`src/rtl/es_pkg.sv`:
```
package es_pkg;

   // Saturating subtract used to remove the synchroniser delay from a tick count.
   function automatic int unsigned floor_sub(input int unsigned a, input int unsigned b);
      return (a >= b) ? (a - b) : 0;
   endfunction

endpackage

```
`src/rtl/es_sync.sv`:
```
module es_sync #(
   parameter int WIDTH  = 4,
   parameter int STAGES = 2
) (
   input  logic             clk,
   input  logic             rst_n,
   input  logic [WIDTH-1:0] d_i,
   output logic [WIDTH-1:0] q_o
);
   if (STAGES < 2) begin : g_bad_stages
      $error("es_sync: STAGES must be at least 2");
   end

   logic [WIDTH-1:0] chain_q [STAGES];

   for (genvar s = 0; s < STAGES; s++) begin : g_stage
      always_ff @(posedge clk or negedge rst_n) begin
         if (!rst_n)      chain_q[s] <= '0;
         else if (s == 0) chain_q[s] <= d_i;
         else             chain_q[s] <= chain_q[(s == 0) ? 0 : s-1];
      end
   end

   assign q_o = chain_q[STAGES-1];
endmodule

```
`src/rtl/es_tick_cnt.sv`:
```
module es_tick_cnt #(
   parameter int MAX_TICKS = 256,
   localparam int CNT_W    = $clog2(MAX_TICKS)
) (
   input  logic             clk,
   input  logic             rst_n,
   input  logic             step_i,
   output logic [CNT_W-1:0] cnt_o
);
   if (MAX_TICKS < 4) begin : g_bad_ticks
      $error("es_tick_cnt: MAX_TICKS must be at least 4");
   end

   localparam logic [CNT_W-1:0] TOP = CNT_W'(MAX_TICKS - 1);

   always_ff @(posedge clk or negedge rst_n) begin
      if (!rst_n)            cnt_o <= '0;
      else if (step_i)       cnt_o <= '0;
      else if (cnt_o != TOP) cnt_o <= cnt_o + 1'b1;
   end


   cnt_restart_chk: assert property (@(posedge clk) disable iff (!rst_n)
      step_i |=> (cnt_o == '0));


   cnt_sat_chk: assert property (@(posedge clk) disable iff (!rst_n)
      (!step_i && cnt_o == TOP) |=> (cnt_o == TOP));
endmodule

```
`src/rtl/es_channel.sv`:
```
module es_channel #(
   parameter int CNT_W      = 8,
   parameter int LAT        = 1,
   parameter bit OS_SUPPORT = 1'b1
) (
   input  logic             clk,
   input  logic             rst_n,
   input  logic             step_i,
   input  logic             os_en_i,
   input  logic             lvl_i,
   input  logic [CNT_W-1:0] cnt_i,
   output logic             old_o,
   output logic             new_o,
   output logic             chg_o,
   output logic             ovf_o,
   output logic [CNT_W-1:0] tick_o
);
   logic             prev_q, base_q;
   logic             seen_q, ovf_q;
   logic [CNT_W-1:0] stamp_q;
   logic             edge_w;
   logic [CNT_W-1:0] stamp_now;

   assign edge_w    = lvl_i ^ prev_q;
   assign stamp_now = CNT_W'(es_pkg::floor_sub(int'(cnt_i), LAT));

   always_ff @(posedge clk or negedge rst_n) begin
      if (!rst_n) begin
         prev_q <= 1'b0;
         base_q <= 1'b0;
      end else begin
         prev_q <= lvl_i;
         if (step_i) base_q <= lvl_i;
      end
   end

   if (OS_SUPPORT) begin : g_capture
      always_ff @(posedge clk or negedge rst_n) begin
         if (!rst_n) begin
            seen_q  <= 1'b0;
            ovf_q   <= 1'b0;
            stamp_q <= '0;
         end else if (step_i) begin
            seen_q  <= 1'b0;
            ovf_q   <= 1'b0;
            stamp_q <= '0;
         end else if (edge_w) begin
            if (!seen_q) begin
               seen_q  <= 1'b1;
               stamp_q <= stamp_now;
            end else begin
               ovf_q   <= 1'b1;
            end
         end
      end
   end else begin : g_no_capture
      assign seen_q  = 1'b0;
      assign ovf_q   = 1'b0;
      assign stamp_q = '0;
   end

   logic             use_os;
   logic             nxt_chg, nxt_ovf;
   logic [CNT_W-1:0] nxt_tick;

   always_comb begin
      use_os = OS_SUPPORT && os_en_i;
      if (use_os) begin
         nxt_chg  = seen_q | edge_w;
         nxt_ovf  = ovf_q | (seen_q & edge_w);
         if (seen_q)      nxt_tick = stamp_q;
         else if (edge_w) nxt_tick = stamp_now;
         else             nxt_tick = '0;
      end else begin
         nxt_chg  = lvl_i ^ base_q;
         nxt_ovf  = 1'b0;
         nxt_tick = '0;
      end
   end

   always_ff @(posedge clk or negedge rst_n) begin
      if (!rst_n) begin
         old_o  <= 1'b0;
         new_o  <= 1'b0;
         chg_o  <= 1'b0;
         ovf_o  <= 1'b0;
         tick_o <= '0;
      end else if (step_i) begin
         old_o  <= base_q;
         new_o  <= lvl_i;
         chg_o  <= nxt_chg;
         ovf_o  <= nxt_ovf;
         tick_o <= nxt_tick;
      end
   end


   ovf_needs_chg_chk: assert property (@(posedge clk) disable iff (!rst_n)
      ovf_o |-> chg_o);


   idle_tick_zero_chk: assert property (@(posedge clk) disable iff (!rst_n)
      !chg_o |-> (tick_o == '0 && !ovf_o));


   stamp_hold_chk: assert property (@(posedge clk) disable iff (!rst_n)
      (seen_q && !step_i) |=> $stable(stamp_q));


   plain_mode_chk: assert property (@(posedge clk) disable iff (!rst_n)
      (step_i && !os_en_i) |=> (!ovf_o && tick_o == '0 && chg_o == (new_o ^ old_o)));


   rec_hold_chk: assert property (@(posedge clk) disable iff (!rst_n)
      !step_i |=> ($stable(tick_o) && $stable(chg_o) && $stable(old_o) && $stable(new_o)));


   old_from_base_chk: assert property (@(posedge clk) disable iff (!rst_n)
      step_i |=> (old_o == $past(base_q)));
endmodule

```
`src/rtl/edge_stamp_top.sv`:
```
module edge_stamp_top #(
   parameter int N_IN        = 4,
   parameter int MAX_TICKS   = 256,
   parameter int SYNC_STAGES = 2,
   parameter bit OS_SUPPORT  = 1'b1,
   localparam int CNT_W      = $clog2(MAX_TICKS)
) (
   input  logic                  clk,
   input  logic                  rst_n,
   input  logic                  step_i,
   input  logic                  os_en_i,
   input  logic [N_IN-1:0]       raw_i,
   output logic                  rec_valid_o,
   output logic [N_IN-1:0]       rec_old_o,
   output logic [N_IN-1:0]       rec_new_o,
   output logic [N_IN-1:0]       rec_chg_o,
   output logic [N_IN-1:0]       rec_ovf_o,
   output logic [N_IN*CNT_W-1:0] rec_tick_o
);
   localparam int LAT = SYNC_STAGES - 1;

   if (N_IN < 1) begin : g_bad_n
      $error("edge_stamp_top: N_IN must be at least 1");
   end
   if (MAX_TICKS <= SYNC_STAGES) begin : g_bad_ratio
      $error("edge_stamp_top: MAX_TICKS must exceed SYNC_STAGES");
   end

   logic [N_IN-1:0]  lvl_w;
   logic [CNT_W-1:0] cnt_w;

   es_sync #(.WIDTH(N_IN), .STAGES(SYNC_STAGES)) u_sync (
      .clk   (clk),
      .rst_n (rst_n),
      .d_i   (raw_i),
      .q_o   (lvl_w)
   );

   es_tick_cnt #(.MAX_TICKS(MAX_TICKS)) u_cnt (
      .clk    (clk),
      .rst_n  (rst_n),
      .step_i (step_i),
      .cnt_o  (cnt_w)
   );

   for (genvar k = 0; k < N_IN; k++) begin : g_ch
      es_channel #(.CNT_W(CNT_W), .LAT(LAT), .OS_SUPPORT(OS_SUPPORT)) u_ch (
         .clk     (clk),
         .rst_n   (rst_n),
         .step_i  (step_i),
         .os_en_i (os_en_i),
         .lvl_i   (lvl_w[k]),
         .cnt_i   (cnt_w),
         .old_o   (rec_old_o[k]),
         .new_o   (rec_new_o[k]),
         .chg_o   (rec_chg_o[k]),
         .ovf_o   (rec_ovf_o[k]),
         .tick_o  (rec_tick_o[k*CNT_W +: CNT_W])
      );
   end

   always_ff @(posedge clk or negedge rst_n) begin
      if (!rst_n) rec_valid_o <= 1'b0;
      else        rec_valid_o <= step_i;
   end


   valid_after_step_chk: assert property (@(posedge clk) disable iff (!rst_n)
      step_i |=> rec_valid_o);


   valid_quiet_chk: assert property (@(posedge clk) disable iff (!rst_n)
      !step_i |=> !rec_valid_o);
endmodule

```
`config.mk`:
```
export PLATFORM = sky130hd
export DESIGN_NAME = edge_stamp_top
export DESIGN_NICKNAME = d
export VERILOG_FILES = /design/src/rtl/es_pkg.sv /design/src/rtl/es_sync.sv /design/src/rtl/es_tick_cnt.sv /design/src/rtl/es_channel.sv /design/src/rtl/edge_stamp_top.sv
export SDC_FILE = /design/constraint.sdc
export NUM_CORES = 1
export LEC_CHECK = 0
export BUFFER_PORTS_ARGS = -buffer_cell sky130_fd_sc_hd__buf_2
export CAP_MARGIN = 20
export CORE_ASPECT_RATIO = 1.75
export CORE_MARGIN = 2
export CORE_UTILIZATION = 52
export CTS_CLUSTER_DIAMETER = 40
export CTS_CLUSTER_SIZE = 24
export DETAILED_ROUTE_END_ITERATION = 12
export PLACE_DENSITY = 0.85
export SLEW_MARGIN = 20
export SYNTH_ARGS = -nofsm -noshare
export SYNTH_HDL_FRONTEND = slang
export SYNTH_SLANG_ARGS = --single-unit
export TNS_END_PERCENT = 100
```
`constraint.sdc`:
```
create_clock -name clk -period 2 [get_ports clk]
set_clock_uncertainty 0.05 [all_clocks]
set_input_delay 0.4 -clock clk [delete_from_list [all_inputs] [get_ports clk]]
set_output_delay 0.4 -clock clk [all_outputs]
set_load 0.02 [all_outputs]
```
==> results.py <==
metrics = {
    "synthesis": {
        "synth.top_cells.by_count": "109 x sky130_fd_sc_hd__dfrtp_1, 61 x sky130_fd_sc_hd__o21ai_0, 59 x sky130_fd_sc_hd__nor2_1, 41 x sky130_fd_sc_hd__nand3_1, 37 x sky130_fd_sc_hd__nand2_1",
        "synth.net_count": 514,
        "synth_seq_cells": 109,
        "async_flop_share_pct": 100,
        "synth.most_common_cell": "sky130_fd_sc_hd__dfrtp_1",
        "synth-edff-count": 0,
        "yosys_most_used_dff": "sky130_fd_sc_hd__dfrtp_1",
        "syn_area_um2": 4960,
        "ys_seq_area_share_pct": 55.0,
        "number_of_standard_cells_after_synthesis": 503,
        "post_synth.cell_area_avg_um2": 9.86,
        "synth.largest_area_cell": "sky130_fd_sc_hd__dfrtp_1",
        "yosys_warnings": 0,
        "yosysUniqueCellTypes": 42,
        "top_area_cell_type_share_of_the_netlist_area_pct": 55.0,
        "netlist_top_cells_area": "sky130_fd_sc_hd__dfrtp_1 55%, sky130_fd_sc_hd__o21ai_0 6.2%, sky130_fd_sc_hd__nor2_1 4.5%",
    },
    "floorplan": {
        "fp.dieW_um": 77.8,
        "num_io_pins": 57,
        "floorplan.rows": 47,
        "core_region_area_um2": 9350,
        "floorplan.initialDensity_pct": 53.0,
        "die-area_um2": 10400,
        "die_h_um": 133,
    },
    "timing": {
        "report.final.setup_viol": 0,
        "layout_worst_path_cycle_share_pct": 94.2,
        "timing_max_transition_violations_final": 0,
        "timing.max_slew.rel_slack_pct": 65.6,
        "post-route-min-period_ps": 1880,
        "finalHoldViolCount": 0,
        "tightest_slew_ps": 513,
        "final.hold.worst_slack_ps": 96.1,
        "achievable_clock_frequency_mhz": 531,
    },
    "worst_setup_path": {
        "r2r-start": "u_cnt.cnt_o[1]$_DFFE_PN0P_",
        "critical_path.max_stage_delay_ps": 430,
        "critical_path.n_buffers_inverters": 3,
        "worst_path_dominant_cell_family": "buffers and inverters",
        "critPathMostFrequentCell": "sky130_fd_sc_hd__buf_4",
        "timing.critical_path.from": "u_cnt.cnt_o[1]$_DFFE_PN0P_",
        "startpoint_class_of_the_critical_path": "flop",
        "cp.required_ps": 2170,
        "reg2regPathDepth": 8,
        "worst_ep_arrival_time_ps": 2060,
        "rr_endpoint": "g_ch[3].u_ch.tick_o[5]$_DFFE_PN0P_",
        "critical-path-slowest-cell": "sky130_fd_sc_hd__dfrtp_2",
        "critical_path_maximum_fanout": 8,
        "r2r_slack_ps": 120,
        "critical_path.cell_chain": "inv_1 -> ha_1 -> nor3_4 -> buf_4 -> a21oi_1 -> mux2i_1 -> buf_4 -> o21ai_0",
        "critPathKind": "flop to flop",
        "endpoint_kind": "flop",
    },
    "final_layout": {
        "drive_above_1_share_pct": 21.1,
        "multi_input_comb_area_um2": 1910,
        "nNetsFinal": 552,
        "layout.area.seq_um2": 2730,
        "stdcell_count": 668,
        "flow.area_growth_from_synthesis_pct": 14.8,
        "biggestRegsByFlops": "g_ch.u_ch.stamp_q x32, g_ch.u_ch.tick_o x32, u_cnt.cnt_o x8",
        "num-fill-cells": 723,
        "ant_diodes": 0,
    },
    "outcome": {
        "status": "finished clean",
    },
    "clocking": {
        "insertion_delay_ps": 350,
        "cts_root_buffer": "sky130_fd_sc_hd__clkbuf_16",
        "clock_sink_count": 109,
        "number_of_cts_inserted_buffers": 9,
        "htreeDepth": 3,
        "worst_setup_hold_path_clk_slew_ps": 70,
        "tritoncts": "yes",
        "clock_path_buffers": 2,
    },
    "power_and_ir_drop": {
        "swShare_pct": 28.3,
        "leakagePower_nw": 2.57,
        "comb_power_share_pct": 17.9,
        "sequentialPowerShare_pct": 47.6,
        "p_clk_share_pct": 34.6,
        "internal_power_mw": 3.85,
        "p_per_area_nw_per_um2": 945,
        "netSwitchingPower_mw": 1.52,
        "vdd_ir_drop_max_mv": 0.567,
    },
    "placement": {
        "placedCellCount": 647,
        "routabilityCongestion": 0.878,
        "portBuffers": 56,
        "detailedPlacementHpwl_mm": 7.57,
    },
    "drt": {
        "via_per_inst": 5.84,
        "drt_pre_antenna_iters": 5,
        "drt_first_iter_violations": 437,
        "drc_errors": 0,
        "routed-via-count": 3901,
        "drtAntennaViolNets": 0,
        "drt-total-wl_mm": 11.2,
        "wl_per_cell_um": 16.8,
    },
    "global_route": {
        "first_global_vias": 3802,
        "globalRouteTotalUtil_pct": 22.5,
        "global_route.overflow_total": 0,
        "grt_antenna_before_repair": 0,
        "pin_count_of_the_biggest_net_entering_global_routing": 80,
        "grt_pass1_wl_mm": 18.4,
    },
    "worst_hold_path": {
        "worstHoldStart": "raw_i[0]",
        "worst_hold_path.num_cells": 1,
        "whs_endpoint": "u_sync.chain_q[4]$_DFF_PN0_",
        "hp-class": "primary input to flop",
    },
    "flow_run": {
        "drv.max_cap_violation_count": 0,
    },
}
## placed cells by master (no fill, tap or decap), drive strengths merged, types with 2 or more instances in the layout
cell type / synthesis / layout
clkbuf: 23 / 11
dfrtp: 109 / 109
nand4: 2 / 2
clkinv: 0 / 3
nand2: 38 / 38
nand3b: 4 / 4
a31oi: 10 / 10
a211oi: 20 / 20
ha: 3 / 3
nor3b: 4 / 4
mux2: 8 / 8
nor2: 60 / 60
inv: 8 / 8
nor3: 13 / 13
nand3: 41 / 41
nand2b: 6 / 6
buf: 32 / 81
a21oi: 17 / 17
mux2i: 15 / 15
bufinv: 0 / 2
o21ai: 68 / 68
xor2: 4 / 4
nor2b: 4 / 4
o22ai: 4 / 4
## what timing repair did
| action | 4_1_cts | 5_1_grt |
|---|---|---|
| buffers inserted | 0 | 4 |
| hold buffers | 1 | 0 |
| endpoints found under the hold margin | 36 | 0 |
| setup endpoints to repair | 0 | 38 |
| gates resized for setup | 0 | 2 |
## logic make-up (layout without fill, tap and decap cells)
family | after synthesis | in the layout | synth area share, %
AND/OR/NAND/NOR | 177 | 177 | 17.1
AO/OA/AOI/OAI | 123 | 123 | 14.5
flip-flops | 109 | 109 | 55.0
buffers and inverters | 63 | 106 | 6.41
multiplexers | 23 | 23 | 5.35
XOR/XNOR | 5 | 5 | 0.883
adder cells (fa/ha/maj) | 3 | 3 | 0.757
## power groups by stage
stage / clock (mW) / sequential, mW / combinational (mW)
floorplan: 0 / 2.62 / 0.596
global placement: 0 / 2.58 / 0.899
finish: 1.86 / 2.56 / 0.960
global route: 1.96 / 2.58 / 1.05
detailed placement: 0 / 2.60 / 0.927
CTS: 1.88 / 2.56 / 0.936
## worst max path at each step
| stage | endpoint | slack, ps | cells after the start |
|---|---|---|---|
| 5_1_grt | g_ch[1].u_ch.tick_o[5]$_DFFE_PN0P_ | -50 | 8 |
| 3_3_place_gp | g_ch[0].u_ch.stamp_q[4]$_DFFE_PN0P_ | 190 | 7 |
| 2_1_floorplan | g_ch[1].u_ch.tick_o[4]$_DFFE_PN0P_ | 40 | 6 |
| 6_report | g_ch[3].u_ch.tick_o[5]$_DFFE_PN0P_ | 120 | 8 |
| 4_1_cts | g_ch[0].u_ch.stamp_q[4]$_DFFE_PN0P_ | 60 | 7 |
| 3_5_place_dp | g_ch[0].u_ch.stamp_q[4]$_DFFE_PN0P_ | 70 | 7 |
## final cells by class
cell class | instances | share of cell area (%)
timing repair buffer | 82 | 9.80
clock inverter | 5 | 1.32
multi-input combinational | 331 | 33.6
clock buffer | 11 | 4.09
inverter | 8 | 0.527
tap | 122 | 2.68
sequential | 109 | 48.0
## per-stage QoR
step	setup WS [ps]	power [mW]	setup TNS [ps]	util, %	area, um^2
3_3_place_gp	189	3.48	0	57.0	5330
3_5_place_dp	68.5	3.52	0	57.0	5330
2_1_floorplan	40.5	3.22	0	-	4960
4_1_cts	56.9	5.37	0	60.4	5650
6_report	116	5.38	0	60.9	5690
5_1_grt	-48.5	5.59	-148	60.9	5690
## routing by layer
metal / GRT usage, % / wire length, um / vias up
li1: - / - / 1804
met1: 25.6 / 4250 / 1928
met2: 39.3 / 6040 / 139
met3: 4.74 / 583 / 30
met4: 11.3 / 330 / 0
met5: 0 / 0 / -
Power figures use the tool's default switching activity.
